File: src/rtl/rsf_pkg.sv
package rsf_pkg;

  typedef enum logic [1:0] {
    OP_ALLOC = 2'd0,
    OP_CALL  = 2'd1,
    OP_RET   = 2'd2,
    OP_RSVD  = 2'd3
  } frameOp_e;

  // strobes from control to datapath for one command cycle
  typedef struct packed {
    logic ack;
    logic fault;
    logic overflow;
    logic applyAlloc;
    logic applyCall;
    logic applyRet;
  } frameStrobes_t;

endpackage

File: src/rtl/rsf_ctrl.sv
module rsf_ctrl
  import rsf_pkg::*;
#(
  parameter int STATIC_REGS = 32,
  parameter int POOL_REGS   = 96,
  parameter int LREG_W      = 7,
  parameter int CNT_W       = 7
) (
  input  logic                 cmdValid,
  input  logic [1:0]           cmdOp,
  input  logic [CNT_W-1:0]     cmdIn,
  input  logic [CNT_W-1:0]     cmdLoc,
  input  logic [CNT_W-1:0]     cmdOut,
  input  logic [CNT_W-1:0]     cmdRot,
  input  logic [LREG_W-1:0]    cmdDest,
  input  logic [3*CNT_W-1:0]   cmdDesc,
  input  logic [CNT_W-1:0]     curSof,
  input  logic [CNT_W-1:0]     curSol,
  input  logic [CNT_W-1:0]     depth,
  output frameStrobes_t        strobes,
  output logic [CNT_W-1:0]     nextSof,
  output logic [CNT_W-1:0]     nextSol,
  output logic [CNT_W-1:0]     nextSor
);

  localparam int AW = ((LREG_W > CNT_W) ? LREG_W : CNT_W) + 3;

  frameOp_e       op;
  logic [AW-1:0]  allocSof, allocSol, rotW, destW, depthW, poolW, staticW;
  logic [AW-1:0]  retSof, retSol, retSor, freeAfterRet;
  logic           destBad, allocBad, allocOvf, retBad;

  assign op       = frameOp_e'(cmdOp);
  assign poolW    = AW'(POOL_REGS);
  assign staticW  = AW'(STATIC_REGS);
  assign depthW   = AW'(depth);
  assign rotW     = AW'(cmdRot);
  assign destW    = AW'(cmdDest);
  assign allocSol = AW'(cmdIn) + AW'(cmdLoc);
  assign allocSof = allocSol + AW'(cmdOut);

  assign retSof = AW'(cmdDesc[CNT_W-1:0]);
  assign retSol = AW'(cmdDesc[2*CNT_W-1:CNT_W]);
  assign retSor = AW'(cmdDesc[3*CNT_W-1:2*CNT_W]);

  // destination: never the zero register, and a stacked target must sit in the new frame
  assign destBad  = (destW == '0) ||
                    ((destW >= staticW) && ((destW - staticW) >= allocSof));
  assign allocBad = (allocSof > poolW) || (rotW > allocSof) || destBad;
  assign allocOvf = allocSof > (poolW - depthW);

  assign freeAfterRet = poolW - (depthW - retSol);
  assign retBad = (retSol > retSof) || (retSor > retSof) || (retSof > poolW) ||
                  (retSol > depthW) || (retSof > freeAfterRet);

  always_comb begin
    strobes     = '0;
    strobes.ack = cmdValid;
    nextSof     = CNT_W'(allocSof);
    nextSol     = CNT_W'(allocSol);
    nextSor     = cmdRot;
    if (cmdValid) begin
      unique case (op)
        OP_ALLOC: begin
          if (allocBad)      strobes.fault      = 1'b1;
          else if (allocOvf) strobes.overflow   = 1'b1;
          else               strobes.applyAlloc = 1'b1;
        end
        OP_CALL: begin
          strobes.applyCall = 1'b1;
          nextSof = curSof - curSol;
          nextSol = '0;
          nextSor = '0;
        end
        OP_RET: begin
          nextSof = CNT_W'(retSof);
          nextSol = CNT_W'(retSol);
          nextSor = CNT_W'(retSor);
          if (retBad) strobes.fault     = 1'b1;
          else        strobes.applyRet  = 1'b1;
        end
        default: strobes.fault = 1'b1;
      endcase
    end
  end

endmodule

File: src/rtl/rsf_data.sv
module rsf_data
  import rsf_pkg::*;
#(
  parameter int STATIC_REGS = 32,
  parameter int POOL_REGS   = 96,
  parameter int LREG_W      = 7,
  parameter int CNT_W       = 7
) (
  input  logic                 clk,
  input  logic                 rst,
  input  frameStrobes_t        strobes,
  input  logic [CNT_W-1:0]     nextSof,
  input  logic [CNT_W-1:0]     nextSol,
  input  logic [CNT_W-1:0]     nextSor,
  input  logic [LREG_W-1:0]    cmdDest,
  input  logic                 accValid,
  input  logic [LREG_W-1:0]    accReg,
  output logic [CNT_W-1:0]     curSof,
  output logic [CNT_W-1:0]     curSol,
  output logic [CNT_W-1:0]     depth,
  output logic                 cmdReady,
  output logic                 cmdError,
  output logic                 cmdOverflow,
  output logic                 saveValid,
  output logic [LREG_W-1:0]    saveReg,
  output logic [3*CNT_W-1:0]   saveData,
  output logic                 accDone,
  output logic                 accFault,
  output logic [LREG_W-1:0]    accPhys
);

  localparam int AW = ((LREG_W > CNT_W) ? LREG_W : CNT_W) + 3;

  logic [CNT_W-1:0] curSor, base;
  logic [CNT_W-1:0] prevSof, prevSol, prevSor;
  logic [CNT_W-1:0] baseCall, baseRet, depthCall, depthRet;
  logic             accMiss;

  // logical -> physical under base b; static registers pass through
  function automatic logic [LREG_W-1:0] mapReg(input logic [LREG_W-1:0] lreg,
                                               input logic [CNT_W-1:0]  b);
    logic [AW-1:0] off;
    logic [AW-1:0] sum;
    if (AW'(lreg) < AW'(STATIC_REGS)) return lreg;
    off = AW'(lreg) - AW'(STATIC_REGS);
    sum = off + AW'(b);
    if (sum >= AW'(POOL_REGS)) sum = sum - AW'(POOL_REGS);
    return LREG_W'(sum + AW'(STATIC_REGS));
  endfunction

  always_comb begin
    logic [AW-1:0] t;
    t = AW'(base) + AW'(curSol);
    if (t >= AW'(POOL_REGS)) t = t - AW'(POOL_REGS);
    baseCall  = CNT_W'(t);
    depthCall = CNT_W'(AW'(depth) + AW'(curSol));
    if (base >= nextSol) baseRet = base - nextSol;
    else                 baseRet = CNT_W'(AW'(base) + AW'(POOL_REGS) - AW'(nextSol));
    depthRet = depth - nextSol;
  end

  assign accMiss = (AW'(accReg) >= AW'(STATIC_REGS)) &&
                   ((AW'(accReg) - AW'(STATIC_REGS)) >= AW'(curSof));

  always_ff @(posedge clk) begin
    if (rst) begin
      curSof <= '0; curSol <= '0; curSor <= '0;
      prevSof <= '0; prevSol <= '0; prevSor <= '0;
      base <= '0; depth <= '0;
      cmdReady <= 1'b0; cmdError <= 1'b0; cmdOverflow <= 1'b0;
      saveValid <= 1'b0; saveReg <= '0; saveData <= '0;
      accDone <= 1'b0; accFault <= 1'b0; accPhys <= '0;
    end else begin
      cmdReady    <= strobes.ack;
      cmdError    <= strobes.fault;
      cmdOverflow <= strobes.overflow;
      saveValid   <= strobes.applyAlloc;
      accDone     <= accValid;
      accFault    <= accValid && accMiss;
      accPhys     <= (accValid && !accMiss) ? mapReg(accReg, base) : '0;
      if (strobes.applyAlloc) begin
        curSof   <= nextSof;
        curSol   <= nextSol;
        curSor   <= nextSor;
        saveReg  <= mapReg(cmdDest, base);
        saveData <= {prevSor, prevSol, prevSof};
      end
      if (strobes.applyCall) begin
        prevSof <= curSof;
        prevSol <= curSol;
        prevSor <= curSor;
        curSof  <= nextSof;
        curSol  <= nextSol;
        curSor  <= nextSor;
        base    <= baseCall;
        depth   <= depthCall;
      end
      if (strobes.applyRet) begin
        curSof <= nextSof;
        curSol <= nextSol;
        curSor <= nextSor;
        base   <= baseRet;
        depth  <= depthRet;
      end
    end
  end

endmodule

File: src/rtl/rsf_frame_alloc.sv
module rsf_frame_alloc
  import rsf_pkg::*;
#(
  parameter int STATIC_REGS = 32,
  parameter int POOL_REGS   = 96,
  localparam int LREG_W     = $clog2(STATIC_REGS + POOL_REGS),
  localparam int CNT_W      = $clog2(POOL_REGS + 1)
) (
  input  logic                 clk,
  input  logic                 rst,
  input  logic                 cmdValid,
  input  logic [1:0]           cmdOp,
  input  logic [CNT_W-1:0]     cmdIn,
  input  logic [CNT_W-1:0]     cmdLoc,
  input  logic [CNT_W-1:0]     cmdOut,
  input  logic [CNT_W-1:0]     cmdRot,
  input  logic [LREG_W-1:0]    cmdDest,
  input  logic [3*CNT_W-1:0]   cmdDesc,
  input  logic                 accValid,
  input  logic [LREG_W-1:0]    accReg,
  output logic                 cmdReady,
  output logic                 cmdError,
  output logic                 cmdOverflow,
  output logic                 saveValid,
  output logic [LREG_W-1:0]    saveReg,
  output logic [3*CNT_W-1:0]   saveData,
  output logic                 accDone,
  output logic                 accFault,
  output logic [LREG_W-1:0]    accPhys
);

  frameStrobes_t    strobes;
  logic [CNT_W-1:0] nextSof, nextSol, nextSor;
  logic [CNT_W-1:0] curSof, curSol, depth;

  rsf_ctrl #(
    .STATIC_REGS(STATIC_REGS), .POOL_REGS(POOL_REGS),
    .LREG_W(LREG_W), .CNT_W(CNT_W)
  ) u_ctrl (
    .cmdValid(cmdValid), .cmdOp(cmdOp),
    .cmdIn(cmdIn), .cmdLoc(cmdLoc), .cmdOut(cmdOut), .cmdRot(cmdRot),
    .cmdDest(cmdDest), .cmdDesc(cmdDesc),
    .curSof(curSof), .curSol(curSol), .depth(depth),
    .strobes(strobes), .nextSof(nextSof), .nextSol(nextSol), .nextSor(nextSor)
  );

  rsf_data #(
    .STATIC_REGS(STATIC_REGS), .POOL_REGS(POOL_REGS),
    .LREG_W(LREG_W), .CNT_W(CNT_W)
  ) u_data (
    .clk(clk), .rst(rst), .strobes(strobes),
    .nextSof(nextSof), .nextSol(nextSol), .nextSor(nextSor),
    .cmdDest(cmdDest), .accValid(accValid), .accReg(accReg),
    .curSof(curSof), .curSol(curSol), .depth(depth),
    .cmdReady(cmdReady), .cmdError(cmdError), .cmdOverflow(cmdOverflow),
    .saveValid(saveValid), .saveReg(saveReg), .saveData(saveData),
    .accDone(accDone), .accFault(accFault), .accPhys(accPhys)
  );

endmodule

File: config.mk
export PLATFORM = sky130hd
export DESIGN_NAME = rsf_frame_alloc
export DESIGN_NICKNAME = d
export VERILOG_FILES = /design/src/rtl/rsf_pkg.sv /design/src/rtl/rsf_ctrl.sv /design/src/rtl/rsf_data.sv /design/src/rtl/rsf_frame_alloc.sv
export SDC_FILE = /design/constraint.sdc
export NUM_CORES = 1
export LEC_CHECK = 0
export BUFFER_PORTS_ARGS = -buffer_cell sky130_fd_sc_hd__buf_2
export CELL_PAD_IN_SITES_DETAIL_PLACEMENT = 0
export CELL_PAD_IN_SITES_GLOBAL_PLACEMENT = 1
export CORE_MARGIN = 2
export CORE_UTILIZATION = 40
export DETAILED_ROUTE_END_ITERATION = 8
export PLACE_DENSITY = 0.77
export SKIP_LAST_GASP = 1
export SYNTH_ARGS = -nofsm -noshare
export SYNTH_HDL_FRONTEND = slang
export SYNTH_SLANG_ARGS = --single-unit
export TNS_END_PERCENT = 10
File: constraint.sdc
create_clock -name clk -period 5.6 [get_ports clk]
set_input_delay 0.56 -clock clk [delete_from_list [all_inputs] [get_ports clk]]
set_output_delay 0.56 -clock clk [all_outputs]
set_load 0.1 [all_outputs]
; ---- Word-level counts from Yosys, hierarchy flattened
; Cells that the tools add are included.
[word_totals]
ff_bits = 97
in_bits = 69
out_inout_bits = 41
word_cells = 128
[op_classes]
add_sub_neg = 21
magnitude_cmp = 18
eq_ne = 2
muxes = 48
bitwise_logic = 3
reduce_logical = 19
[op_table]
columns = cell, n
row1 = 2-to-1 mux 7 bit, 29
row2 = case mux 7 bit (2 select lines), 3
row3 = adder 10 x 7 -> 10 bit, 3
row4 = subtractor 7 bit, 4
row5 = greater-than comparator 7 bit, 3
row6 = subtractor 7 bit (second input constant), 3
row7 = >= comparator 10 x 7 -> 1 bit (second input constant), 2
row8 = greater-than comparator 7 x 10 -> 1 bit, 2
row9 = adder 7 x 7 -> 8 bit, 2
row10 = subtractor 7 x 6 -> 8 bit (second input constant), 2
row11 = adder 7 x 6 -> 7 bit (second input constant), 2
row12 = >= comparator 7 x 6 -> 1 bit (second input constant), 2
row13 = less-than comparator 7 x 6 -> 1 bit (second input constant), 2
row14 = 2-to-1 mux 1 bit, 14
row15 = >= comparator 10 bit, 1
row16 = >= comparator 10 x 7 -> 1 bit, 1
row17 = greater-than comparator 10 bit, 1
row18 = greater-than comparator 10 x 7 -> 1 bit (second input constant), 1
row19 = zero test 10 bit, 1
row20 = subtractor 7 x 10 -> 10 bit (first input constant), 1
row21 = >= comparator 8 x 7 -> 1 bit (second input constant), 1
row22 = subtractor 7 x 7 -> 8 bit, 1
row23 = subtractor 7 x 7 -> 8 bit (first input constant), 1
row24 = adder 7 bit, 1
row25 = 16 further kinds, 28

; ---- Longest topological paths before layout
; Gate-level depths: netlist (run 1).
[logic_depth]
depth_word = 16
depth_mapped = 29
ltp_nobuf = 27

; ---- Modules after synthesis
; From an unflattened synthesis (run 1), not the netlist that was laid out.
[unflattened]
hier_cells = 1090
hier_area_um2 = 8689.6
[modules_own_cells]
columns = module, n_inst, cells_per_inst, area_per_inst_um2, seq_area_each_um2
row1 = rsf_data, 1, 689, 5845.6, 1941.9
row2 = rsf_ctrl, 1, 401, 2844.0, 0.0

; ---- Worst setup path before layout (run 1)
; No wires, ideal clock.
[synth_timing]
kind = in2reg
start = in cmdDesc[7]
end = reg u_data.depth[6]
setup_ps = 63
arrival_time_ps = 5573
t_required_ps = 5537
setup_slack_ps = -36
cell_stages = 28
n_path_buf = 2
path_cell_list = ha_1 > inv_1 > fa_1 > a211oi_2 > nor2_1 > xor2_1 > o31ai_1 > xnor2_1 > ha_1 > nand3_1 > o22a_1 > o21ai_0 > or4_1 > and3_1 > clkbuf_1 > buf_2 > nand2_1 > o21ai_0 > ha_1 > fa_1 > nor2b_1 > o21ai_0 > nand2b_1 > a31oi_1 > xnor2_1 > or4_1 > a21oi_1 > nand3b_1
[synth_between]
elab_chain_len = 9
[synth_rtl]
columns = element, line
row1 = "start, declared", rsf_frame_alloc.sv:18  ; input logic [3*CNT_W-1:0] cmdDesc,
row2 = branches (longest 9 deep; another with subtractor 7 x 10 -> 10 bit), -
row3 = "end signal, assigned", rsf_data.sv:96  ; depth <= depthCall;
row4 = "end signal, assigned", rsf_data.sv:103  ; depth <= depthRet;
row5 = "end, declared", rsf_data.sv:20  ; output logic [CNT_W-1:0] depth,
; Parallel ways; which one is timed is not known.
; A chain may end at the register's enable or synchronous reset.

; ---- Worst setup path after layout (run 1)
[layout_timing]
start = reg u_data.depth[0]
end = reg u_data.depth[6]
[layout_between]
elab_chain_len = 8
[layout_rtl]
columns = element, line
row1 = subtractor 7 x 7 -> 8 bit, rsf_ctrl.sv:52  ; assign freeAfterRet = poolW - (depthW - retSol);
row2 = subtractor 7 x 10 -> 10 bit, rsf_ctrl.sv:52
row3 = greater-than comparator 7 x 10 -> 1 bit, rsf_ctrl.sv:54  ; (retSol > depthW) || (retSof > freeAfterRet);
row4 = logical OR 1 bit, rsf_ctrl.sv:54
row5 = 2-to-1 mux 1 bit, rsf_ctrl.sv:79  ; if (retBad) strobes.fault = 1'b1;
row6 = 2-to-1 mux 1 bit, rsf_ctrl.sv:63  ; unique case (op)
row7 = 2-to-1 mux 3 bit, rsf_ctrl.sv:62  ; if (cmdValid) begin
row8 = 2-to-1 mux 7 bit or nonzero test 2 bit (tied branches), -
; Parallel ways exist; a longest one is shown, timed or not. The select of a mux whose other input is x is not followed.

==> results of run 1 <==
## per-stage QoR
stage	hold WS (ns)	instance area [um2]	std cells
finish	0.452	9900	1465
global route	0.444	9900	1465
CTS	0.437	9850	1464
detailed placement	0.449	9560	1448
global placement	0.445	9560	1448
floorplan	0.432	8560	1076
## Yosys cell counts, drive strengths merged (16+ instances only)
cell    count  area, um2
a21oi      81        405
nor3       18       90.1
clkbuf     31        116
a21o       19        143
nor2b      20        125
dfxtp      97       1940
nor2       87        327
o21a       16        120
nand3      25        125
mux2i      33        330
ha        128       1600
inv       110        413
a211oi     31        243
xnor2      36        315
o21ai      59        295
nand2     102        383
## flip-flops by register name, summed over array words and instances (netlist names), 7 cells and up
register,count
u_data.saveData,21
u_data.accPhys,7
u_data.base,7
u_data.curSof,7
u_data.curSol,7
u_data.curSor,7
u_data.depth,7
u_data.prevSof,7
u_data.prevSol,7
u_data.prevSor,7
u_data.saveReg,7
## worst max-delay path, cell delays in order, from the launching register on
cell and delay, ns:
dfxtp_1 0.32, inv_2 0.09, ha_1 0.17, inv_1 0.05, fa_2 0.37, a211oi_2 0.22, nor2_1 0.10, xor2_2 0.26
nor3_2 0.09, xnor2_1 0.16, ha_1 0.30, nand4_1 0.11, o21ai_1 0.16, o21ai_1 0.09, or4_4 0.52, and3_1 0.22
buf_4 0.17, o21a_1 0.19, fa_2 0.38, nor2b_1 0.12, o21ai_0 0.08, nand2b_1 0.17, a31oi_4 0.12, xnor2_1 0.15
or4_1 0.39, a21oi_1 0.14, nand3b_1 0.11
## placed cells by master (no fill, tap or decap), drive strengths merged, types with 4 or more instances in the layout
cell | Yosys | layout
nand2b | 13 | 13
nor2 | 87 | 87
inv | 110 | 114
nand3 | 25 | 25
xor2 | 15 | 15
a221oi | 6 | 6
a31o | 4 | 4
mux2i | 33 | 33
nor3 | 18 | 18
o211ai | 9 | 9
o21a | 16 | 16
a21o | 19 | 19
or4 | 5 | 5
xnor2 | 36 | 36
ha | 128 | 128
nand4 | 8 | 8
a21oi | 81 | 81
a31oi | 11 | 11
o21bai | 9 | 9
or3 | 5 | 5
nand2 | 102 | 102
nor2b | 20 | 20
o311a | 7 | 7
clkbuf | 31 | 10
a211oi | 31 | 31
dfxtp | 97 | 97
a211o | 4 | 4
o41ai | 15 | 15
o21ai | 59 | 59
fa | 14 | 14
a311oi | 4 | 4
buf | 10 | 139
and3 | 6 | 6
## routing by layer
layer | vias up | part of all wire | global-route usage | wire length [um]
met5 | - | 0 | 0 | 0
met4 | 0 | 0.029 | 0.0778 | 713
met3 | 35 | 0.040 | 0.0318 | 986
met2 | 170 | 0.47 | 0.362 | 11400
met1 | 3674 | 0.46 | 0.285 | 11400
li1 | 4039 | - | - | -
## power breakdown
group	internal, mW	switching [mW]
logic	0.594	0.818
clock network	0.325	0.308
registers	0.723	0.0397
total	1.64	1.17
## how the worst max path moves through the flow
stage	depth (start not counted)	slack, ns	startpoint	end
after CTS	27	0.03	u_data.depth[0]	u_data.depth[6]
after floorplan	28	0.007	cmdDesc[7]	u_data.depth[6]
after global placement	26	-0.02	cmdDesc[7]	u_data.depth[6]
final	26	0.28	u_data.depth[0]	u_data.depth[6]
after global routing	26	-0.0007	u_data.depth[0]	u_data.depth[6]
after detailed placement	27	-0.14	cmdDesc[7]	u_data.depth[6]
## repair_timing
action,CTS,global route
endpoints found under the setup margin,0,2
resized for setup,0,13
buffers inserted,0,1
hold endpoints to repair,0,0
## cells by family after synthesis
kind of cell | after synthesis | share of synthesized area
DFF | 97 | 0.227
and+or+nand+nor | 304 | 0.163
xor gates and xnor gates | 51 | 0.0522
adders and majority gates | 142 | 0.220
muxes | 34 | 0.0399
buffers and inverters | 151 | 0.0680
AOI/OAI and AO/OA | 297 | 0.230
## area by class of cell
cell class / count / area [um2] / area share
Clock buffer: 10 / 239 / 0.0241
Clock inverter: 6 / 56.3 / 0.00569
Inverter: 110 / 413 / 0.0417
Multi-Input combinational cell: 828 / 6090 / 0.615
Sequential cell: 97 / 1940 / 0.196
Tap cell: 275 / 344 / 0.0347
Timing Repair Buffer: 139 / 821 / 0.0829
==> impl_results.md, run 1 <==
- Status: finished clean
- Initial core utilization: 0.407
- Diodes inserted: 0
- Placement Setup Slack: -0.143 ns
- Pins over their slew limit: 0
- Vias: roughly 7.9k
- Reg-to-reg slack, setup: approximately 0.28 ns
- Post-synth cell types: 61
- Hold path depth: 3
- Total gr overflow: 0
- Slew margin rel.: 0.224
- Fmax: ~0.19 GHz
- GRT Total Usage: 0.217
- Root Driver: clkbuf_16
- Initial DRC Count: about 470
- Clk Latency, worst-skew pair: ~0.36 ns
- Register bit total from synthesis: just under 100
- Number of flops mapped to enable cells by yosys: 0
- TritonCTS buffer count: 9
- Hpwl dp: roughly 19000 um
- Antenna violations before repair: 0
- Reg-to-Reg End: u_data.depth[6]
- Number of max-cap violations: 0
- CP Launch Type: register
- Vias per cell: between 5 and 6
- Share of cells above drive strength 1: 0.147
- First-pass GRT wire length: 38200 um
- H-Tree Depth: 3
- Max VDD drop: 0.139 mV
- Clock edge transition at the registers on the reported setup and hold paths: 0.08 ns
- Pin count of the biggest net entering global routing: 52
- Clk sink count: slightly below 100
- Final WS setup: 0.283 ns
- Final worst path period need: roughly 5.3 ns
- Worst-Margin Slew: around 1.2 ns
- Die Ht: between 150 and 200 um
- Mapped Area: 0.00855 mm2
- Layout filler cell count: 2109
- TritonCTS clock tree: yes
- P&R area growth vs syn: 15.8%
- Longest Clk Path Bufs: 2
- Util after Layout: 0.471
- Post-synth ARST share: 0
- Fin. Hold Viols: 0
- R2R depth: 26
- Critical path class: reg -> reg
- Die Wd: between 150 and 200 um
- Port Buf Inserts: around 110
- HP Start: accReg[5]
- Avg Cell Area, Syn: 7.95 um2
- Period utilization: 0.950
- Syn Inst Count: roughly 1.1k
- # IOs: between 100 and 150
- Crit path capture type: register
- Antenna violation net count after detailed routing: 0
- Synth Flop Type: dfxtp_1
- DR pass1 iterations: 7
- # DRC: 0
- Clock skew: slightly below 0.009 ns
- Hold-fix buffers at CTS: 0
- Synth warn: 0
- Seq/Total Area, Yosys: 0.227
- Post-layout net count: 1396
- Reg2reg start: u_data.depth[0]
- Wirelength per Cell: roughly 17 um
- Core Area: roughly 0.021 mm2
- Leakage power: 4.47 nW
- Crit Path Max Fanout: 8
- RD Place Congestion: roughly 0.9
- Final setup fails: 0
- Routed WL: 24500 um
- WHS Endpoint: u_data.accPhys[5]
- Type of the most critical hold path: in -> reg
- Number of global-route vias before repair: roughly 7.4k
- Mapped Nets: roughly 1.3k
- CP Data Arrival Time: 5.61 ns
- Overall power: around 2.8 mW
- Die Area: 0.0226 mm2
- Rows: 53
- Power per cell area: between 200 and 300 mW/mm2
- Setup TNS Final: 0 ns
- Worst path required time: just under 6 ns
No activity file was read; power rests on OpenSTA's default activity.
==> inputs of run 2 (changes only) <==
ABC_AREA = 1   (was unset)
CORE_UTILIZATION = 39   (was 40)
PLACE_DENSITY = 0.78   (was 0.77)
SETUP_SLACK_MARGIN = 0.15   (was unset)
SYNTH_HIERARCHICAL = 1   (was unset)
==> run 2 against run 1 <==
  * Combinational power down 18%
  * Largest cell class unchanged
  * Via count rose by 8.0%
  * First-iteration DRC count is 5.2% higher
  * Final cell count up 15%
  * Clock power barely moved
  * Register-to-register slack improved by 0.47 ns
  * Routed wire length increased by 4.2%
  * Sequential cell count unchanged
  * Global-route usage shrank 0.16 points
  * Synthesized cell count up 21%
==> impl_results.md, run 2 <==
- Worst Path Buf+Inv: 6
- Worst-Margin Slew: about 0.74 ns
- Total gr overflow: 0
- Pins over their slew limit: 0
- Clock skew: around 0.020 ns
- Antenna violations before repair: 0
- CP Data Arrival Time: between 5 and 6 ns
- Wirelength per Cell: 15.1 um
- Routed WL: about 26000 um
- Reg with most FFs: u_data/saveData
- Cell depth of the worst setup path: 32
- Crit path max-delay family: adder cells
- Type of the most critical hold path: in -> reg
- Root Driver: clkbuf_16
- Port Buf Inserts: 109
- Worst path required time: 5.87 ns
- Power per cell area: 254 mW/mm2
- Yosys top cell area share: 0.220
- Clock group share of total power: 0.249
- GRT Total Usage: 0.215
- Most frequent cells in the layout: nand2_1 (238), inv_1 (205), nor2_1 (145)
- First-pass GRT wire length: roughly 41000 um
- Combinational share of power: 0.453
- DR pass1 iterations: 5
- Commonest non-fill, non-tap cell in the layout: nand2_1
- Number of flops mapped to enable cells by yosys: 0
- Clk Latency, worst-skew pair: ~0.37 ns
- Area contributors post-synth: dfxtp_1 (22%), ha_1 (18%), nand2_1 (10%)
- FF+latch area: approximately 0.002 mm2
- CP Launch Type: register
- Critical-path top delay cell: fa_1
- Mapped Area: between 0.008 and 0.009 mm2
- Worst path most repeated cell: nand2_1
- Mapped Nets: about 1.5k
- Post-CTS Resized: 0
- Leakage power: ~5.3 nW
- Switching power: 1.08 mW
- Rows: 55
- Initial core utilization: 0.394
- Share of cells above drive strength 1: 0.129
- # IOs: 110
- Clk sink count: between 90 and 100
- Die Area: about 0.024 mm2
- Max VDD drop: ~0.16 mV
- Post-synth ARST share: 0
- Status: finished clean
- Synth Flop Type: dfxtp_1
- Number of max-cap violations: 0
- Max FFs per register: 21
- R2R depth: 32
- Util after Layout: 0.445
- RD Place Congestion: ~0.86
- Diodes inserted: 0
- Seq/Total Area, Yosys: 0.220
- Period utilization: 0.865
- Die Wd: approximately 150 um
- Multi-input gate area: 0.00593 mm2
- Crit Path Max Fanout: 9
- Critical path class: reg -> reg
- # DRC: 0
- Yosys top cell by area: dfxtp_1
- Core Area: about 0.022 mm2
- Post-synth cell types: 50
- Die Ht: between 150 and 200 um
- Number of setup buffers added after CTS: 0
- RSZ-0062 raised after global routing: false
- Delay of the slowest critical-path stage: 0.50 ns
- Slew margin rel.: 0.501
- Final worst path period need: approximately 4.8 ns
- TritonCTS buffer count: 9
- Vias: 8552
- Pin count of the biggest net entering global routing: a little over 70
- Internal power: 1.45 mW
- Vias per cell: 5.06
- Syn Inst Count: 1303
- Avg Cell Area, Syn: 6.78 um2
- TritonCTS clock tree: yes
- Fin. Hold Viols: 0
- Hold-fix buffers at CTS: 0
- Layout filler cell count: ~2.4k
- Most frequent cells after synthesis: nand2_1 (238), inv_1 (206), nor2_1 (146), ha_1 (128), o21ai_0 (108)
- Net Sw Frac: 0.427
- Number of global-route vias before repair: between 8k and 9k
- Synth warn: 6
- P&R area growth vs syn: 12.9%
- Initial DRC Count: a little under 500
- Post-layout net count: 1612
- Antenna violation net count after detailed routing: 0
- Setup TNS Final: 0 ns
- Fmax: between 0.2 and 0.25 GHz
- Hold path depth: 3
- Register bit total from synthesis: 97
- Clock edge transition at the registers on the reported setup and hold paths: 0.08 ns
- Sequential power share: 0.299
- H-Tree Depth: 3
- Most common cell in the netlist: nand2_1
- Longest Clk Path Bufs: 2
- Final setup fails: 0
- Hpwl dp: between 20000 and 25000 um
- Crit path capture type: register
[run 2: area by class of cell]
class,instances,share of cell area
multi-input cells,959,0.594
flip-flops and latches,97,0.195
inverters,212,0.0798
repair buffers,122,0.0645
well taps,285,0.0358
clock buffers,9,0.0226
clock inverters,7,0.00853
[run 2: final timing paths]
kind,startpoint,to,slack [ns]
worst max-delay path,u_data/depth[0],u_data/depth[6],0.76
worst min-delay path,accValid,u_data/accFault,0.46
worst max register to register,u_data/depth[0],u_data/depth[6],0.76
worst min register to register,u_data/saveReg[5],u_data/saveReg[5],0.47
[run 2: logic make-up (layout without fill, tap and decap cells)]
| kind of cell | count (synthesis) | count (layout) | share of synthesized area |
|---|---|---|---|
| and+or+nand+nor | 515 | 515 | 0.253 |
| AOI/OAI and AO/OA | 266 | 266 | 0.166 |
| adders and majority gates | 142 | 142 | 0.213 |
| xor gates and xnor gates | 36 | 36 | 0.0374 |
| DFF | 97 | 97 | 0.220 |
| buffers and inverters | 247 | 350 | 0.110 |
[run 2: routing by layer]
metal	vias up	part of all wire	track usage
met5	-	0	0
met4	0	0.017	0.0573
met3	25	0.047	0.0297
met2	206	0.46	0.364
li1	4463	-	-
met1	3858	0.47	0.289
[run 2: power by group through the flow]
stage,logic (mW),registers [mW],clock network (mW)
after CTS,1.15,0.757,0.649
final,1.15,0.757,0.629
after floorplan,0.787,0.831,0
after global routing,1.31,0.761,0.678
after detailed placement,1.14,0.773,0
after global placement,1.13,0.773,0
[run 2: per-stage QoR]
step / power [mW] / cell area [um2] / hold WS [ns] / std cells / worst slack, ns
after floorplan: 1.62 / 8830 / 0.449 / 1303 / 1.06
after global placement: 1.90 / 9660 / 0.453 / 1675 / 0.464
after detailed placement: 1.91 / 9660 / 0.459 / 1675 / 0.395
after CTS: 2.55 / 9970 / 0.453 / 1691 / 0.752
after global routing: 2.75 / 9970 / 0.465 / 1691 / 0.214
final: 2.53 / 9970 / 0.463 / 1691 / 0.755
[run 2: worst reg2reg max path: cells and delay by family, from the launching register on]
kind | cells | cell delay (ns)
buf+inv | 6 | 0.70
compound gates | 4 | 0.49
simple gates | 16 | 1.44
fa+ha+maj | 5 | 1.57
flops | 1 | 0.43
xor+xnor | 1 | 0.15
==> inputs of run 3 (changes only) <==
BUFFER_PORTS_ARGS = -buffer_cell sky130_fd_sc_hd__buf_4   (was -buffer_cell sky130_fd_sc_hd__buf_2)
CORE_ASPECT_RATIO = 1.5   (was unset)
==> run 3 against run 2 <==
  * Hold slack improved by 0.00096 ns
  * Fmax is 1.5% lower
  * Clock skew shrank 0.0092 ns
  * Clock-buffer cell count unchanged
  * Via count up 0.49%
  * Register-to-register slack got worse by 0.04 ns
  * Final cell count down 0.59%
  * Combinational power is 3% higher
  * Design area is 2.5% higher
  * Sequential power barely moved
  * Routed wire length up 3.9%
  * Non-clock buffer count down 1
==> impl_results.md, run 3 (synthesis gave the netlist of run 2 again) <==
- Status: finished clean
- Share of cells above drive strength 1: 0.129
- P&R area growth vs syn: 15.7%
- Fin. Hold Viols: 0
- Longest Clk Path Bufs: 2
- First-pass GRT wire length: between 40000 and 50000 um
- Sequential power share: 0.294
- Reg with most FFs: u_data/saveData
- Die Wd: 127 um
- Antenna violation net count after detailed routing: 0
- TritonCTS clock tree: yes
- Routed WL: approximately 26000 um
- Overall power: between 2 and 3 mW
- Initial DRC Count: 516
- Post-layout net count: between 1.5k and 2k
- Critical path class: in -> reg
- Antenna violations before repair: 0
- Type of the most critical hold path: in -> reg
- DR pass1 iterations: 5
- WHS Endpoint: u_data/accFault
- # IOs: 110
- Final hold slack: 0.464 ns
- Leakage power: between 5 and 6 nW
- Initial core utilization: 0.396
- Worst path most repeated cell: nand2_1
- Clk Latency, worst-skew pair: about 0.36 ns
- GRT Total Usage: 0.225
- Setup TNS Final: 0 ns
- Reg-to-Reg End: u_data/depth[6]
- Reg-to-reg slack, setup: between 0.7 and 0.8 ns
- Clock group share of total power: 0.244
- Vias per cell: between 5 and 6
- Die Area: 0.0239 mm2
- Most frequent cells in the layout: nand2_1 (238), inv_1 (206), nor2_1 (145)
- Worst path required time: between 5 and 6 ns
- Delay of the slowest critical-path stage: about 0.4 ns
- Max FFs per register: 21
- Total gr overflow: 0
- Number of max-cap violations: 0
- Commonest non-fill, non-tap cell in the layout: nand2_1
- Wirelength per Cell: 15.8 um
- Final worst path period need: 4.92 ns
- Post-route cell area: just over 0.01 mm2
- Slew margin rel.: 0.366
- Port Buf Inserts: roughly 110
- Number of global-route vias before repair: approximately 8.5k
- Pins over their slew limit: 0
- Switching power: roughly 1.1 mW
- Final setup fails: 0
- Clk sink count: 97
- Hpwl dp: 22000 um
- Power per cell area: roughly 250 mW/mm2
- Period utilization: 0.878
- RD Place Congestion: between 0.8 and 0.9
- CP Launch Type: input port
- Number of setup buffers added after CTS: 0
- Clock edge transition at the registers on the reported setup and hold paths: about 0.070 ns
- Pin count of the biggest net entering global routing: 41
- Vias: between 8k and 9k
- Net Sw Frac: 0.430
- RSZ-0062 raised after global routing: false
- Core Area: between 0.02 and 0.025 mm2
- Critical-path top delay cell: fa_1
- Die Ht: about 190 um
- Internal power: 1.46 mW
- Max VDD drop: 0.155 mV
- Placed inst area: roughly 0.0099 mm2
- Crit Path Max Fanout: 22
- Post-CTS Resized: 0
- Diodes inserted: 0
- Hold-fix buffers at CTS: 0
- Combinational share of power: 0.462
- R2R depth: 33
- TritonCTS buffer count: 9
- Crit path capture type: register
- Reg2reg start: u_data/depth[0]
- HP Start: accValid
- Worst-Margin Slew: 0.951 ns
- Hold path depth: 3
- Clock skew: between 0.01 and 0.015 ns
- Root Driver: clkbuf_16
- Fmax: roughly 0.2 GHz
- CP Data Arrival Time: 5.16 ns
- Rows: between 60 and 70
- Layout filler cell count: roughly 2.4k
- H-Tree Depth: 3
- # DRC: 0
==> run 3: metrics by stage <==
step | worst slack, ns | util | instances
detailed placement | 0.257 | 0.445 | 1665
CTS | 0.617 | 0.458 | 1681
global route | 0.170 | 0.458 | 1681
finish | 0.684 | 0.458 | 1681
global placement | 0.296 | 0.445 | 1665
floorplan | 1.06 | - | 1303
==> run 3: power groups by stage <==
| stage | clock, mW | sequential (mW) | combinational (mW) |
|---|---|---|---|
| 2_1_floorplan | 0 | 0.831 | 0.787 |
| 3_3_place_gp | 0 | 0.771 | 1.17 |
| 3_5_place_dp | 0 | 0.770 | 1.18 |
| 4_1_cts | 0.648 | 0.754 | 1.19 |
| 5_1_grt | 0.673 | 0.759 | 1.34 |
| 6_report | 0.627 | 0.754 | 1.19 |
==> run 3: worst max-delay path by stage <==
stage                    startpoint                 end  slack, ns  cells after the start
floorplan                cmdDesc[7]     u_data/depth[6]       1.06                     33
global placement           cmdIn[0]  u_data/saveData[8]       0.30                     31
detailed placement         cmdIn[0]  u_data/saveData[8]       0.26                     31
CTS                        cmdIn[0]  u_data/saveData[8]       0.62                     31
global route        u_data/depth[0]     u_data/depth[6]       0.17                     33
finish                     cmdIn[0]  u_data/saveData[7]       0.68                     31
==> run 3: area by class of cell <==
type,count,area (um2),area share
clock inverters,7,72.6,0.00710
multi-input cells,959,5930,0.580
flip-flops and latches,97,1940,0.190
inverters,212,796,0.0779
repair buffers,121,912,0.0893
well taps,276,345,0.0338
clock buffers,9,225,0.0220
==> run 3: critical path: cells and delay by family <==
kind	cells	cell delay (ns)
AO/OA/AOI/OAI	2	0.40
XOR/XNOR	1	0.27
adder cells (fa/ha/maj)	4	1.25
buffers and inverters	7	1.00
AND/OR/NAND/NOR	17	1.69
==> run 3: per-layer routing <==
layer	global-route usage	up-vias	part of all wire
met5	0	-	0
met4	0.126	0	0.053
met3	0.0236	63	0.030
met2	0.427	186	0.53
met1	0.238	3900	0.39
li1	-	4445	-
